[src/rtl/sbm_pkg.sv]
package sbm_pkg;
  localparam int WORD_W  = 32;
  localparam int OP_W    = 8;
  localparam int PORT_W  = 8;
  localparam int BE_W    = 4;
  localparam int LOADR_W = 8;

  localparam int OP_LSB   = 24;
  localparam int PORT_LSB = 16;
  localparam int LOA_LSB  = 8;
  localparam int BE_LSB   = 4;

  localparam int ST_BUSY_BIT = 0;
  localparam int ST_ERR_BIT  = 1;

  typedef enum logic [1:0] {
    REG_CMD   = 2'd0,
    REG_DATA  = 2'd1,
    REG_XADDR = 2'd2,
    REG_STAT  = 2'd3
  } reg_sel_e;

  typedef enum logic [1:0] {
    SQ_IDLE = 2'd0,
    SQ_REQ  = 2'd1,
    SQ_WAIT = 2'd2
  } seq_state_e;
endpackage

[src/rtl/sbm_cmd_decode.sv]
module sbm_cmd_decode
  import sbm_pkg::*;
#(
  parameter int                SB_AW        = 32,
  parameter logic [PORT_W-1:0] BLOCKED_PORT = 8'h06
) (
  input  logic [WORD_W-1:0] cmd_word,
  input  logic [SB_AW-1:0]  xaddr,
  output logic [OP_W-1:0]   op,
  output logic [PORT_W-1:0] port,
  output logic [BE_W-1:0]   be,
  output logic [SB_AW-1:0]  eff_addr,
  output logic              be_none,
  output logic              port_blocked
);
  logic [LOADR_W-1:0] lo_byte;

  always_comb begin
    op           = cmd_word[OP_LSB +: OP_W];
    port         = cmd_word[PORT_LSB +: PORT_W];
    be           = cmd_word[BE_LSB +: BE_W];
    lo_byte      = cmd_word[LOA_LSB +: LOADR_W];
    eff_addr     = xaddr | SB_AW'(lo_byte);
    be_none      = (be == '0);
    port_blocked = (port == BLOCKED_PORT);
  end
endmodule

[src/rtl/sbm_seq.sv]
module sbm_seq
  import sbm_pkg::*;
#(
  parameter int                SB_AW        = 32,
  parameter logic [PORT_W-1:0] BLOCKED_PORT = 8'h06
) (
  input  logic              clk,
  input  logic              rst,
  input  logic              start,
  input  logic [OP_W-1:0]   in_op,
  input  logic [PORT_W-1:0] in_port,
  input  logic [BE_W-1:0]   in_be,
  input  logic [SB_AW-1:0]  in_addr,
  input  logic [WORD_W-1:0] in_wdata,
  output logic              busy,
  output logic              done,
  output logic              sb_req_valid,
  input  logic              sb_req_ready,
  output logic [OP_W-1:0]   sb_req_op,
  output logic [PORT_W-1:0] sb_req_port,
  output logic [SB_AW-1:0]  sb_req_addr,
  output logic [BE_W-1:0]   sb_req_be,
  output logic [WORD_W-1:0] sb_req_wdata,
  input  logic              sb_rsp_valid
);
  seq_state_e state_q;

  always_ff @(posedge clk) begin
    if (rst) begin
      state_q      <= SQ_IDLE;
      sb_req_valid <= 1'b0;
      sb_req_op    <= '0;
      sb_req_port  <= '0;
      sb_req_addr  <= '0;
      sb_req_be    <= '0;
      sb_req_wdata <= '0;
    end else begin
      case (state_q)
        SQ_IDLE: if (start) begin
          state_q      <= SQ_REQ;
          sb_req_valid <= 1'b1;
          sb_req_op    <= in_op;
          sb_req_port  <= in_port;
          sb_req_addr  <= in_addr;
          sb_req_be    <= in_be;
          sb_req_wdata <= in_wdata;
        end
        SQ_REQ: if (sb_req_ready) begin
          state_q      <= SQ_WAIT;
          sb_req_valid <= 1'b0;
        end
        SQ_WAIT: if (sb_rsp_valid) state_q <= SQ_IDLE;
        default: state_q <= SQ_IDLE;
      endcase
    end
  end

  assign busy = (state_q != SQ_IDLE);
  assign done = (state_q == SQ_WAIT) && sb_rsp_valid;

  p_launch_r2: assert property (@(posedge clk) disable iff (rst)
    (start && !busy) |=> sb_req_valid);
  p_req_stable_r10: assert property (@(posedge clk) disable iff (rst)
    (sb_req_valid && !sb_req_ready) |=> (sb_req_valid && $stable(sb_req_op) &&
      $stable(sb_req_port) && $stable(sb_req_addr) && $stable(sb_req_be) &&
      $stable(sb_req_wdata)));
  p_busy_cover_r8: assert property (@(posedge clk) disable iff (rst)
    sb_req_valid |-> busy);
  p_no_blocked_r7: assert property (@(posedge clk) disable iff (rst)
    sb_req_valid |-> (sb_req_port != BLOCKED_PORT));
  p_be_present_r6: assert property (@(posedge clk) disable iff (rst)
    sb_req_valid |-> (sb_req_be != '0));
endmodule

[src/rtl/sbm_bridge.sv]
module sbm_bridge
  import sbm_pkg::*;
#(
  parameter int                SB_AW        = 32,
  parameter int                CFG_AW       = 2,
  parameter logic [PORT_W-1:0] BLOCKED_PORT = 8'h06
) (
  input  logic              clk,
  input  logic              rst,
  input  logic              cfg_wr,
  input  logic              cfg_rd,
  input  logic [CFG_AW-1:0] cfg_addr,
  input  logic [31:0]       cfg_wdata,
  output logic [31:0]       cfg_rdata,
  output logic              sb_req_valid,
  input  logic              sb_req_ready,
  output logic [7:0]        sb_req_op,
  output logic [7:0]        sb_req_port,
  output logic [SB_AW-1:0]  sb_req_addr,
  output logic [3:0]        sb_req_be,
  output logic [31:0]       sb_req_wdata,
  input  logic              sb_rsp_valid,
  input  logic [31:0]       sb_rsp_rdata,
  input  logic              sb_rsp_err
);
  logic [WORD_W-1:0] cmd_q, data_q;
  logic [SB_AW-1:0]  xaddr_q;
  logic              err_q;

  logic [OP_W-1:0]   d_op;
  logic [PORT_W-1:0] d_port;
  logic [BE_W-1:0]   d_be;
  logic [SB_AW-1:0]  d_addr;
  logic              d_be_none, d_blocked;
  logic              busy, done;
  logic              sel_cmd, sel_data, sel_xaddr, sel_stat;
  logic              cmd_we, start, refuse;

  always_comb begin
    sel_cmd   = (cfg_addr == CFG_AW'(REG_CMD));
    sel_data  = (cfg_addr == CFG_AW'(REG_DATA));
    sel_xaddr = (cfg_addr == CFG_AW'(REG_XADDR));
    sel_stat  = (cfg_addr == CFG_AW'(REG_STAT));
    cmd_we    = cfg_wr && sel_cmd && !busy;
    start     = cmd_we && !d_be_none && !d_blocked;
    refuse    = cmd_we && !d_be_none && d_blocked;
  end

  sbm_cmd_decode #(.SB_AW(SB_AW), .BLOCKED_PORT(BLOCKED_PORT)) u_dec (
    .cmd_word     (cfg_wdata),
    .xaddr        (xaddr_q),
    .op           (d_op),
    .port         (d_port),
    .be           (d_be),
    .eff_addr     (d_addr),
    .be_none      (d_be_none),
    .port_blocked (d_blocked)
  );

  sbm_seq #(.SB_AW(SB_AW), .BLOCKED_PORT(BLOCKED_PORT)) u_seq (
    .clk          (clk),
    .rst          (rst),
    .start        (start),
    .in_op        (d_op),
    .in_port      (d_port),
    .in_be        (d_be),
    .in_addr      (d_addr),
    .in_wdata     (data_q),
    .busy         (busy),
    .done         (done),
    .sb_req_valid (sb_req_valid),
    .sb_req_ready (sb_req_ready),
    .sb_req_op    (sb_req_op),
    .sb_req_port  (sb_req_port),
    .sb_req_addr  (sb_req_addr),
    .sb_req_be    (sb_req_be),
    .sb_req_wdata (sb_req_wdata),
    .sb_rsp_valid (sb_rsp_valid)
  );

  always_ff @(posedge clk) begin
    if (rst) begin
      cmd_q   <= '0;
      data_q  <= '0;
      xaddr_q <= '0;
      err_q   <= 1'b0;
    end else begin
      if (cmd_we) cmd_q <= cfg_wdata;
      if (cfg_wr && sel_xaddr && !busy) xaddr_q <= SB_AW'(cfg_wdata);
      if (done && !sb_rsp_err && !sb_req_op[0]) data_q <= sb_rsp_rdata;
      else if (cfg_wr && sel_data && !busy) data_q <= cfg_wdata;
      if (refuse || (done && sb_rsp_err)) err_q <= 1'b1;
      else if (cfg_wr && sel_stat && cfg_wdata[ST_ERR_BIT]) err_q <= 1'b0;
    end
  end

  always_ff @(posedge clk) begin
    if (rst) cfg_rdata <= '0;
    else if (cfg_rd) begin
      unique case (1'b1)
        sel_cmd:   cfg_rdata <= cmd_q;
        sel_data:  cfg_rdata <= data_q;
        sel_xaddr: cfg_rdata <= 32'(xaddr_q);
        sel_stat:  cfg_rdata <= 32'({err_q, busy});
        default:   cfg_rdata <= '0;
      endcase
    end
  end

  p_data_hold_r9: assert property (@(posedge clk) disable iff (rst)
    (busy && !done) |=> $stable(data_q));
  p_xaddr_hold_r9: assert property (@(posedge clk) disable iff (rst)
    busy |=> $stable(xaddr_q));
  p_err_sticky_r12: assert property (@(posedge clk) disable iff (rst)
    (err_q && !(cfg_wr && sel_stat && cfg_wdata[ST_ERR_BIT])) |=> err_q);
  p_refuse_err_r7: assert property (@(posedge clk) disable iff (rst)
    refuse |=> (err_q && !sb_req_valid));
endmodule

[config.mk]
export PLATFORM = sky130hd
export DESIGN_NAME = sbm_bridge
export DESIGN_NICKNAME = d
export VERILOG_FILES = /design/src/rtl/sbm_pkg.sv /design/src/rtl/sbm_cmd_decode.sv /design/src/rtl/sbm_seq.sv /design/src/rtl/sbm_bridge.sv
export SDC_FILE = /design/constraint.sdc
export NUM_CORES = 1
export LEC_CHECK = 0
export ABC_AREA = 1
export BUFFER_PORTS_ARGS = -buffer_cell sky130_fd_sc_hd__buf_2
export CAP_MARGIN = 20
export CORE_AREA = 2 2 139 141
export CTS_CLUSTER_DIAMETER = 80
export DETAILED_ROUTE_END_ITERATION = 6
export DIE_AREA = 0 0 141 143
export PLACE_DENSITY = 0.78
export RECOVER_POWER = 25
export SLEW_MARGIN = 20
export SYNTH_ARGS = -nofsm -noshare
export SYNTH_HDL_FRONTEND = slang
export SYNTH_SLANG_ARGS = --single-unit
[constraint.sdc]
create_clock -name clk -period 2 [get_ports clk]
set_clock_uncertainty 0.15 [all_clocks]
set_input_delay 0.4 -clock clk [delete_from_list [all_inputs] [get_ports clk]]
set_output_delay 0.4 -clock clk [all_outputs]
set_load 0.02 [all_outputs]
# == Word level (Yosys, flattened, before mapping) ==
# Index checks and enable logic that the tools add are counted.
# totals
out_inout_bits,117
latchBits,0
in_bits,73
mem_bits_rw,0
memories,0
romBits,0
word_cells,65
regBits,216
# op_classes
reduce_logical,31
n_lt_le_gt_ge,0
n_eq_ne,9
multipliers,0
div_mod_pow,0
add_sub_neg,0
shifts,0
bitwise_logic,1
mux,12
# ops
operator,count
32-bit case mux with 4 select lines,1
32-bit 2-to-1 mux,2
32-bit by 8-bit bitwise OR with 32-bit output,1
1-bit logical AND,15
8-bit by 3-bit equality test with 1-bit output (second input constant),1
2-bit nonzero test,4
2-bit equality test (second input constant),3
2-bit 2-to-1 mux,3
2-bit inequality test (second input constant),3
2-bit case mux with 3 select lines,1
3-bit AND reduction,2
1-bit logical NOT,5
2-bit by 1-bit equality test with 1-bit output (second input constant),2
2-bit logical NOT,2
4-bit logical NOT,1
1-bit 2-to-1 mux,4
1-bit case mux with 2 select lines,1
2-bit AND reduction,1
1-bit logical OR,1

# == Depth between registers and ports, before layout ==
# Gate-level depths: netlist of run 1.
# logic_depth
depth_word,7
ltp_mapped,9
mapped_depth_nobuf,7

# == By module ==
# A second synthesis of run 1 with hierarchy kept.
# hier_totals
hier_cells,1355
area_unflattened_um2,9766.9
# modules_own_cells
mod,area_per_inst_um2,cells_each,instances,seq_area_each_um2
sbm_bridge,5627.9,808,1,2582.5
sbm_seq,3712.3,484,1,1741.7
sbm_cmd_decode,426.7,63,1,0.0

# == Worst setup path after synthesis of run 1 ==
# Ideal clock, no wire load.
# synth_timing
kind,input to register
start,input port cfg_wdata[16]
end,register u_seq.sb_req_port[0]
path_slack_ns,0.417
setup_time_ns,0.115
path_stages,9
t_required_ns,1.735
path_buffers,2
arrival_ns,1.318
cell_sequence,inv_1 > nand2_1 > nor2_1 > nand2_1 > buf_2 > clkbuf_1 > nand3_1 > nand2_1 > nor2_1
# synth_via
elab_chain_cells,4
# synth_lines
element,line,source
from (decl),sbm_bridge.sv:13,"input logic [31:0] cfg_wdata,"
8-bit by 3-bit equality test with 1-bit output,sbm_cmd_decode.sv:25,port_blocked = (port == BLOCKED_PORT);
1-bit logical NOT,sbm_bridge.sv:45,start = cmd_we && !d_be_none && !d_blocked;
1-bit logical AND,sbm_bridge.sv:45,
2-bit AND reduction (no line),-,
to (signal assigned),sbm_seq.sv:43,sb_req_port <= in_port;
to (decl),sbm_seq.sv:20,"output logic [PORT_W-1:0] sb_req_port,"
# Several ways; a longest one is shown, not always the timed one.
# A chain may end at the register's enable or synchronous reset.

# == Worst setup path after layout of run 1 ==
# layout_timing
start,register u_seq.state_q[0]
end,register u_seq.sb_req_addr[23]
# layout_via
elab_chain_cells,6
word_cells_on_any_way,7
cone_classes,7 x reduce/logical
# layout_lines
element,line,source
from (decl),sbm_seq.sv:26,seq_state_e state_q;
from (signal assigned),sbm_seq.sv:30,state_q <= SQ_IDLE;
from (signal assigned),sbm_seq.sv:40,state_q <= SQ_REQ;
from (signal assigned),sbm_seq.sv:49,state_q <= SQ_WAIT;
2-bit nonzero test,sbm_seq.sv:58,assign busy = (state_q != SQ_IDLE);
1-bit logical NOT,sbm_bridge.sv:44,cmd_we = cfg_wr && sel_cmd && !busy;
1-bit logical AND,sbm_bridge.sv:44,
1-bit logical AND (2 in series),sbm_bridge.sv:45,
2-bit AND reduction (no line) *,-,
to (signal assigned),sbm_seq.sv:44,sb_req_addr <= in_addr;
to (decl),sbm_seq.sv:21,"output logic [SB_AW-1:0] sb_req_addr,"
# Mark *: on every way between the ends. The rest lies on a longest branch, timed or not.

==> metrics.yaml, run 1 <==
status: "finished clean"
p_comb_share_pct: 12.7
post_cts_buffers: 0
worstPathArrival_ns: 2.12
core_sq_um: 18600
p_sw_share_pct: 26.2
hold_violations: 0
drt-pass1-iter-count: 5
rows: 50
critical_path_buf_inv_count: 1
fmax_mhz: 533
cts_tree: "done"
path_class: "reg2reg"
port_buffers: 189
p_leak_uw: 0.00484
clk_latency_ns: 0.51
switching_power_uw: 2660
start_util_pct: 49.3
die_w_um: 141
syn-instance-count: 1310
fin_crit_sh_pct: 93.8
post-route-util_pct: 59.8
h-tree-depth: 1
crit_start: "u_seq.state_q[0]"
hp-class: "in2reg"
vias: 9329
max_slew.worst_pin.slew_ns: 0.899
antenna_left: 0
drc: 0
antenna_found_initial: 0
critPathLaunchType: "register"
power.internal_uw: 7480
grt_pass1_wl_um: 45500
grt_setup_unrepaired: "no"
hpwl_um: 19800
cap_violations: 0
critical_path.most_common_cell: "nor2_1"
syn_area_sq_um: 9160
hp-start: "sb_req_ready"
crit_chain: "nor2_1 > nand3_2 > nor2_4 > buf_12 > nand3_1 > nand2_1 > nor2_1"
gp_congestion: 0.976
holdWs_ns: 0.0243
yosysSeqAreaShare_pct: 47.2
cts_root_buf: "clkbuf_16"
ir_drop_mv: 0.576
ys_ff_latch: 216
grt_max_degree: 96
crit_slowest_cell: "buf_12"
final_cell_mix: "nor2_1, dfxtp_1, nand2_1, a21oi_1, buf_2"
wl_per_cell_um: 16.8
ctsHoldBuffers: 0
cts_resized: 0
syn_nets: 1383
antenna-diode-count: 0
clk_pin_slew_ns: 0.06
final_common_cell: "nor2_1"
setup.worst_path.end_class: "register"
setup_tns_ns: 0
die_area_sq_um: 20200
required_ns: 2.24
die_h_um: 143
slowest_delay_ns: 0.34
critPathTopFamily: "simple AND/OR/NAND/NOR gates"
drt_wl_total_um: 28900
gr-total-overflow: 0
final_max_slew_viol_count: 0
slew_headroom_pct: 40.0
finalSetupViolCount: 0
clkPwrFrac_pct: 41.6
period_needed_ns: 1.88
ioPinCount: 190
cts_made_buffers: 23
synth.avg_cell_area_sq_um: 6.99
syn_to_final_growth_pct: 21.4
track_usage_pct: 28.1
via_per_inst: 5.43
cp_max_fo: 95
drtIter0Drc: 875
yosysWarnings: 0
cts.sinks: 216
drive_gt1_share_pct: 15.2
ys_types: 23
power.density_nw_per_um2: 912
cts_buffer_depth: 3
final_net_count: 1544
first_global_vias: 8673
seq_power_share_pct: 45.7
crit-reg2reg-launch: "u_seq.state_q[0]"
sequential cells by signal, indices dropped and copies added (netlist names):
register,flops
cfg_rdata,32
cmd_q,32
data_q,32
err_q,1
u_seq.sb_req_addr,32
u_seq.sb_req_be,4
u_seq.sb_req_op,8
u_seq.sb_req_port,8
u_seq.sb_req_valid,1
u_seq.sb_req_wdata,32
u_seq.state_q,2
xaddr_q,32
tightest hold or removal path, cell delays in order:
cell and delay [ns]:
buf_2 0.08, or2_2 0.09, a21oi_1 0.05
logic make-up after synthesis:
group,Yosys count,synth area share [%]
AO/OA/AOI/OAI,305,17.3
buffers and inverters,220,9.73
flip-flops,216,47.2
AND/OR/NAND/NOR,569,25.8
layout make-up:
cell class	instances	area, sq um
flip-flops and latches	216	4320
repair buffers	236	1360
clock inverters	6	80.1
inverters	120	450
multi-input cells	874	3950
well taps	234	293
clock buffers	32	659
fillers	1773	7460
synthesized netlist by cell type, drive strengths merged:
cell    instances  area share [%]
a41oi           5            0.48
nand4          32             2.2
a31oi           8            0.55
clkbuf         52             2.1
dfxtp         216              47
or2             1           0.068
o21a            1           0.082
o22ai          18             1.2
nand2         201             8.3
clkinv          2           0.082
o21ai         115             6.3
nand3          91             5.0
a21oi         158             8.6
inv           118             4.8
nor2          244              10
buf            48             2.7
worst paths after layout:
kind                                end  slack [ns]  cells after the start
setup / recovery  u_seq.sb_req_addr[23]        0.12                      7
hold / removal         u_seq.state_q[0]        0.02                      3
setup reg to reg  u_seq.sb_req_addr[23]        0.12                      7
hold reg to reg                cmd_q[0]        0.30                      2
metal layers:
| layer | track usage [%] | part of all wire [%] |
|---|---|---|
| met3 | 6.77 | 10 |
| met2 | 43.0 | 43 |
| met1 | 39.4 | 44 |
| met4 | 9.00 | 2.6 |
| met5 | 0 | 0 |
through the flow:
| stage | cells | area, sq um | setup slack (ns) | total power (uW) |
|---|---|---|---|---|
| finish | 1718 | 11100 | 0.123 | 10100 |
| global route | 1718 | 11100 | 0.00335 | 10500 |
| CTS | 1718 | 11200 | 0.130 | 10200 |
| detailed placement | 1680 | 10500 | 0.106 | 6010 |
| global placement | 1680 | 10500 | 0.161 | 5980 |
| floorplan | 1310 | 9160 | 0.417 | 5490 |
power groups by stage:
stage	registers, uW	clock network (uW)	logic [uW]
CTS	4630	4270	1300
floorplan	4860	0	625
finish	4630	4220	1290
global placement	4710	0	1270
global route	4650	4440	1420
detailed placement	4720	0	1290
No activity file was read; power rests on OpenSTA's default activity.
==> run 2: changes to the inputs <==
CORE_AREA = 2 2 133 135   (was 2 2 139 141)
DIE_AREA = 0 0 135 137   (was 0 0 141 143)
PLACE_DENSITY = 0.84   (was 0.78)
clock period = 1.9 ns   (was 2 ns; I/O delays follow)
==> run 2 against run 1 <==
Compared with the run above: clock power shrank 1%; critical path type unchanged; first-iteration DRC count increased by 2.6%; final cell count fell by 0.70%; hold slack is essentially flat; core utilization is 5.0 points higher; sequential share of layout area up 0.22 points; the flow now finishes with violations (DRC); non-clock buffer count decreased by 3.
==> metrics.yaml, run 2 (synthesis results as in run 1) <==
gr-total-overflow: 0  # unchanged
cp_max_fo: 52  # was 95
p_leak_uw: 0.00495  # was 0.00484 uW
path_class: "reg2reg"  # unchanged
r2r_setup_slack_ns: 0.11  # was 0.12 ns
die_h_um: 137  # was 143 um
required_ns: 2.14  # was 2.24 ns
gp_congestion: 0.869  # was 0.976
reg2reg_to: "u_seq.sb_req_wdata[6]"  # was u_seq.sb_req_addr[23]
rows: 48  # was 50
clk_pin_slew_ns: 0.06  # about the same
cts_buffer_depth: 3  # unchanged
grt_pass1_wl_um: 44400  # was 45500 um
drive_gt1_share_pct: 17.5  # was 15.2%
worstHoldEndpoint: "xaddr_q[2]"  # was u_seq.state_q[0]
first_global_vias: 8583  # was 8673
grt_max_degree: 106  # was 96
drtIter0Drc: 898  # was 875
h-tree-depth: 1  # unchanged
final_max_slew_viol_count: 0  # unchanged
slew_headroom_pct: 41.7  # was 40.0%
ctsHoldBuffers: 0  # unchanged
worstPathArrival_ns: 2.02  # was 2.12 ns
slowest_delay_ns: 0.31  # was 0.34 ns
crit_chain: "nor2_1 > nand3_1 > nor2_4 > buf_12 > nand3_1 > nand2_1 > nor2_1"  # was nor2_1 > nand3_2 > nor2_4 > buf_12 > nand3_1 > nand2_1 > nor2_1
fmax_mhz: 560  # was 533 MHz
finalSetupViolCount: 0  # unchanged
syn_to_final_growth_pct: 20.7  # was 21.4%
final_common_cell: "nor2_1"  # unchanged
wl_per_cell_um: 16.9  # was 16.8 um
design_area_sq_um: 11100  # about the same
drt_wl_total_um: 28900  # about the same
via_per_inst: 5.59  # was 5.43
hp-class: "in2reg"  # unchanged
hpwl_um: 19100  # was 19800 um
layout.area.seq_sq_um: 4320  # unchanged
grt_setup_unrepaired: "no"  # unchanged
antenna_found_initial: 2  # was 0
start_util_pct: 53.7  # was 49.3%
cts_made_buffers: 22  # was 23
drt-pass1-iter-count: 7  # was 5
crit_slowest_cell: "dfxtp_1"  # was buf_12
track_usage_pct: 30.2  # was 28.1%
cts_tree: "done"  # unchanged
clk_latency_ns: 0.50  # was 0.51 ns
max_slew.worst_pin.slew_ns: 0.875  # was 0.899 ns
hold_violations: 0  # unchanged
drc: 11  # was 0
critPathLaunchType: "register"  # unchanged
placed_area_sq_um: 10400  # was 10500 sq um
holdWs_ns: 0.0244  # was 0.0243 ns
multi_input_comb_area_sq_um: 3950  # about the same
ioPinCount: 190  # unchanged
power.density_nw_per_um2: 942  # was 912 nW/um^2
fin_crit_sh_pct: 93.9  # was 93.8%
cts.sinks: 216  # unchanged
crit-reg2reg-launch: "u_seq.state_q[1]"  # was u_seq.state_q[0]
n_fill_cell: 1519  # was 1773
cp.depth: 7  # unchanged
critPathTopFamily: "simple AND/OR/NAND/NOR gates"  # unchanged
critical_path_buf_inv_count: 1  # unchanged
final_net_count: 1540  # was 1544
ir_drop_mv: 0.636  # was 0.576 mV
die_w_um: 135  # was 141 um
status: "finished with violations"  # was finished clean
setup.worst_path.end_class: "register"  # unchanged
hp-start: "cfg_wdata[2]"  # was sb_req_ready
cap_violations: 0  # unchanged
final_cell_mix: "nor2_1, dfxtp_1, nand2_1, buf_2, a21oi_1"  # was nor2_1, dfxtp_1, nand2_1, a21oi_1, buf_2
rr_worst_depth: 7  # unchanged
cts_root_buf: "clkbuf_16"  # unchanged
hold_depth: 3  # unchanged
port_buffers: 189  # unchanged
antenna_left: 0  # unchanged
vias: 9539  # was 9329
period_needed_ns: 1.79  # was 1.88 ns
post_cts_buffers: 0  # unchanged
die_area_sq_um: 18500  # was 20200 sq um
core_sq_um: 17100  # was 18600 sq um
failed_checks: "DRC"
## run 2: how the worst max path moves through the flow
stage | slack (ns) | from | to
5_1_grt | 0.05 | u_seq.state_q[1] | u_seq.sb_req_wdata[4]
3_3_place_gp | 0.05 | cfg_addr[1] | cfg_rdata[25]
2_1_floorplan | 0.34 | cfg_wdata[16] | u_seq.sb_req_port[0]
6_report | 0.11 | u_seq.state_q[1] | u_seq.sb_req_wdata[6]
4_1_cts | 0.10 | u_seq.state_q[1] | u_seq.sb_req_wdata[24]
3_5_place_dp | -0.006 | cfg_addr[1] | u_seq.sb_req_wdata[29]
## run 2: cell type report
cell class | count | share of cell area (%)
multi-input cells | 874 | 35.7
flip-flops and latches | 216 | 39.1
clock inverters | 1 | 0.0453
diodes | 1 | 0.0226
inverters | 120 | 4.10
clock buffers | 36 | 6.19
repair buffers | 233 | 12.3
well taps | 225 | 2.55
## run 2: report_power, final
group          total (uW)  internal (uW)  leakage (uW)  switching [uW]
Sequential           4880           4770       0.00177             112
Combinational        1360            443       0.00284             919
Clock                4170           2440      0.000339            1730
Total               10400           7650       0.00495            2760
## run 2: routing by layer
| metal | GRT usage (%) | wire length (um) | vias to the layer above |
|---|---|---|---|
| met2 | 46.2 | 12700 | 547 |
| met1 | 40.9 | 11700 | 4338 |
| li1 | - | - | 4563 |
| met4 | 10.4 | 852 | 2 |
| met5 | 0 | 13 | - |
| met3 | 8.78 | 3600 | 89 |
## run 2: worst reg2reg max path, cell delays in order, from the launching register on
cell	delay, ns
dfxtp_1	0.31
nor2_1	0.15
nand3_1	0.16
nor2_4	0.29
buf_12	0.28
nand3_1	0.12
nand2_1	0.15
nor2_1	0.05
## run 2: repair_timing
| item | in CTS | in global routing |
|---|---|---|
| endpoints found under the hold margin | 0 | 0 |
| setup endpoints to repair | 0 | 1 |
| resized for setup | 0 | 0 |
## run 2: stage by stage
stage	util, %	TNS (ns)	worst slack [ns]	total power [uW]	cells
2_1_floorplan	-	0	0.337	5780	1310
3_3_place_gp	61.1	0	0.0482	6280	1667
3_5_place_dp	61.1	-0.0102	-0.00604	6310	1667
4_1_cts	65.2	0	0.101	10400	1704
5_1_grt	64.8	0	0.0514	10800	1706
6_report	64.8	0	0.115	10400	1706
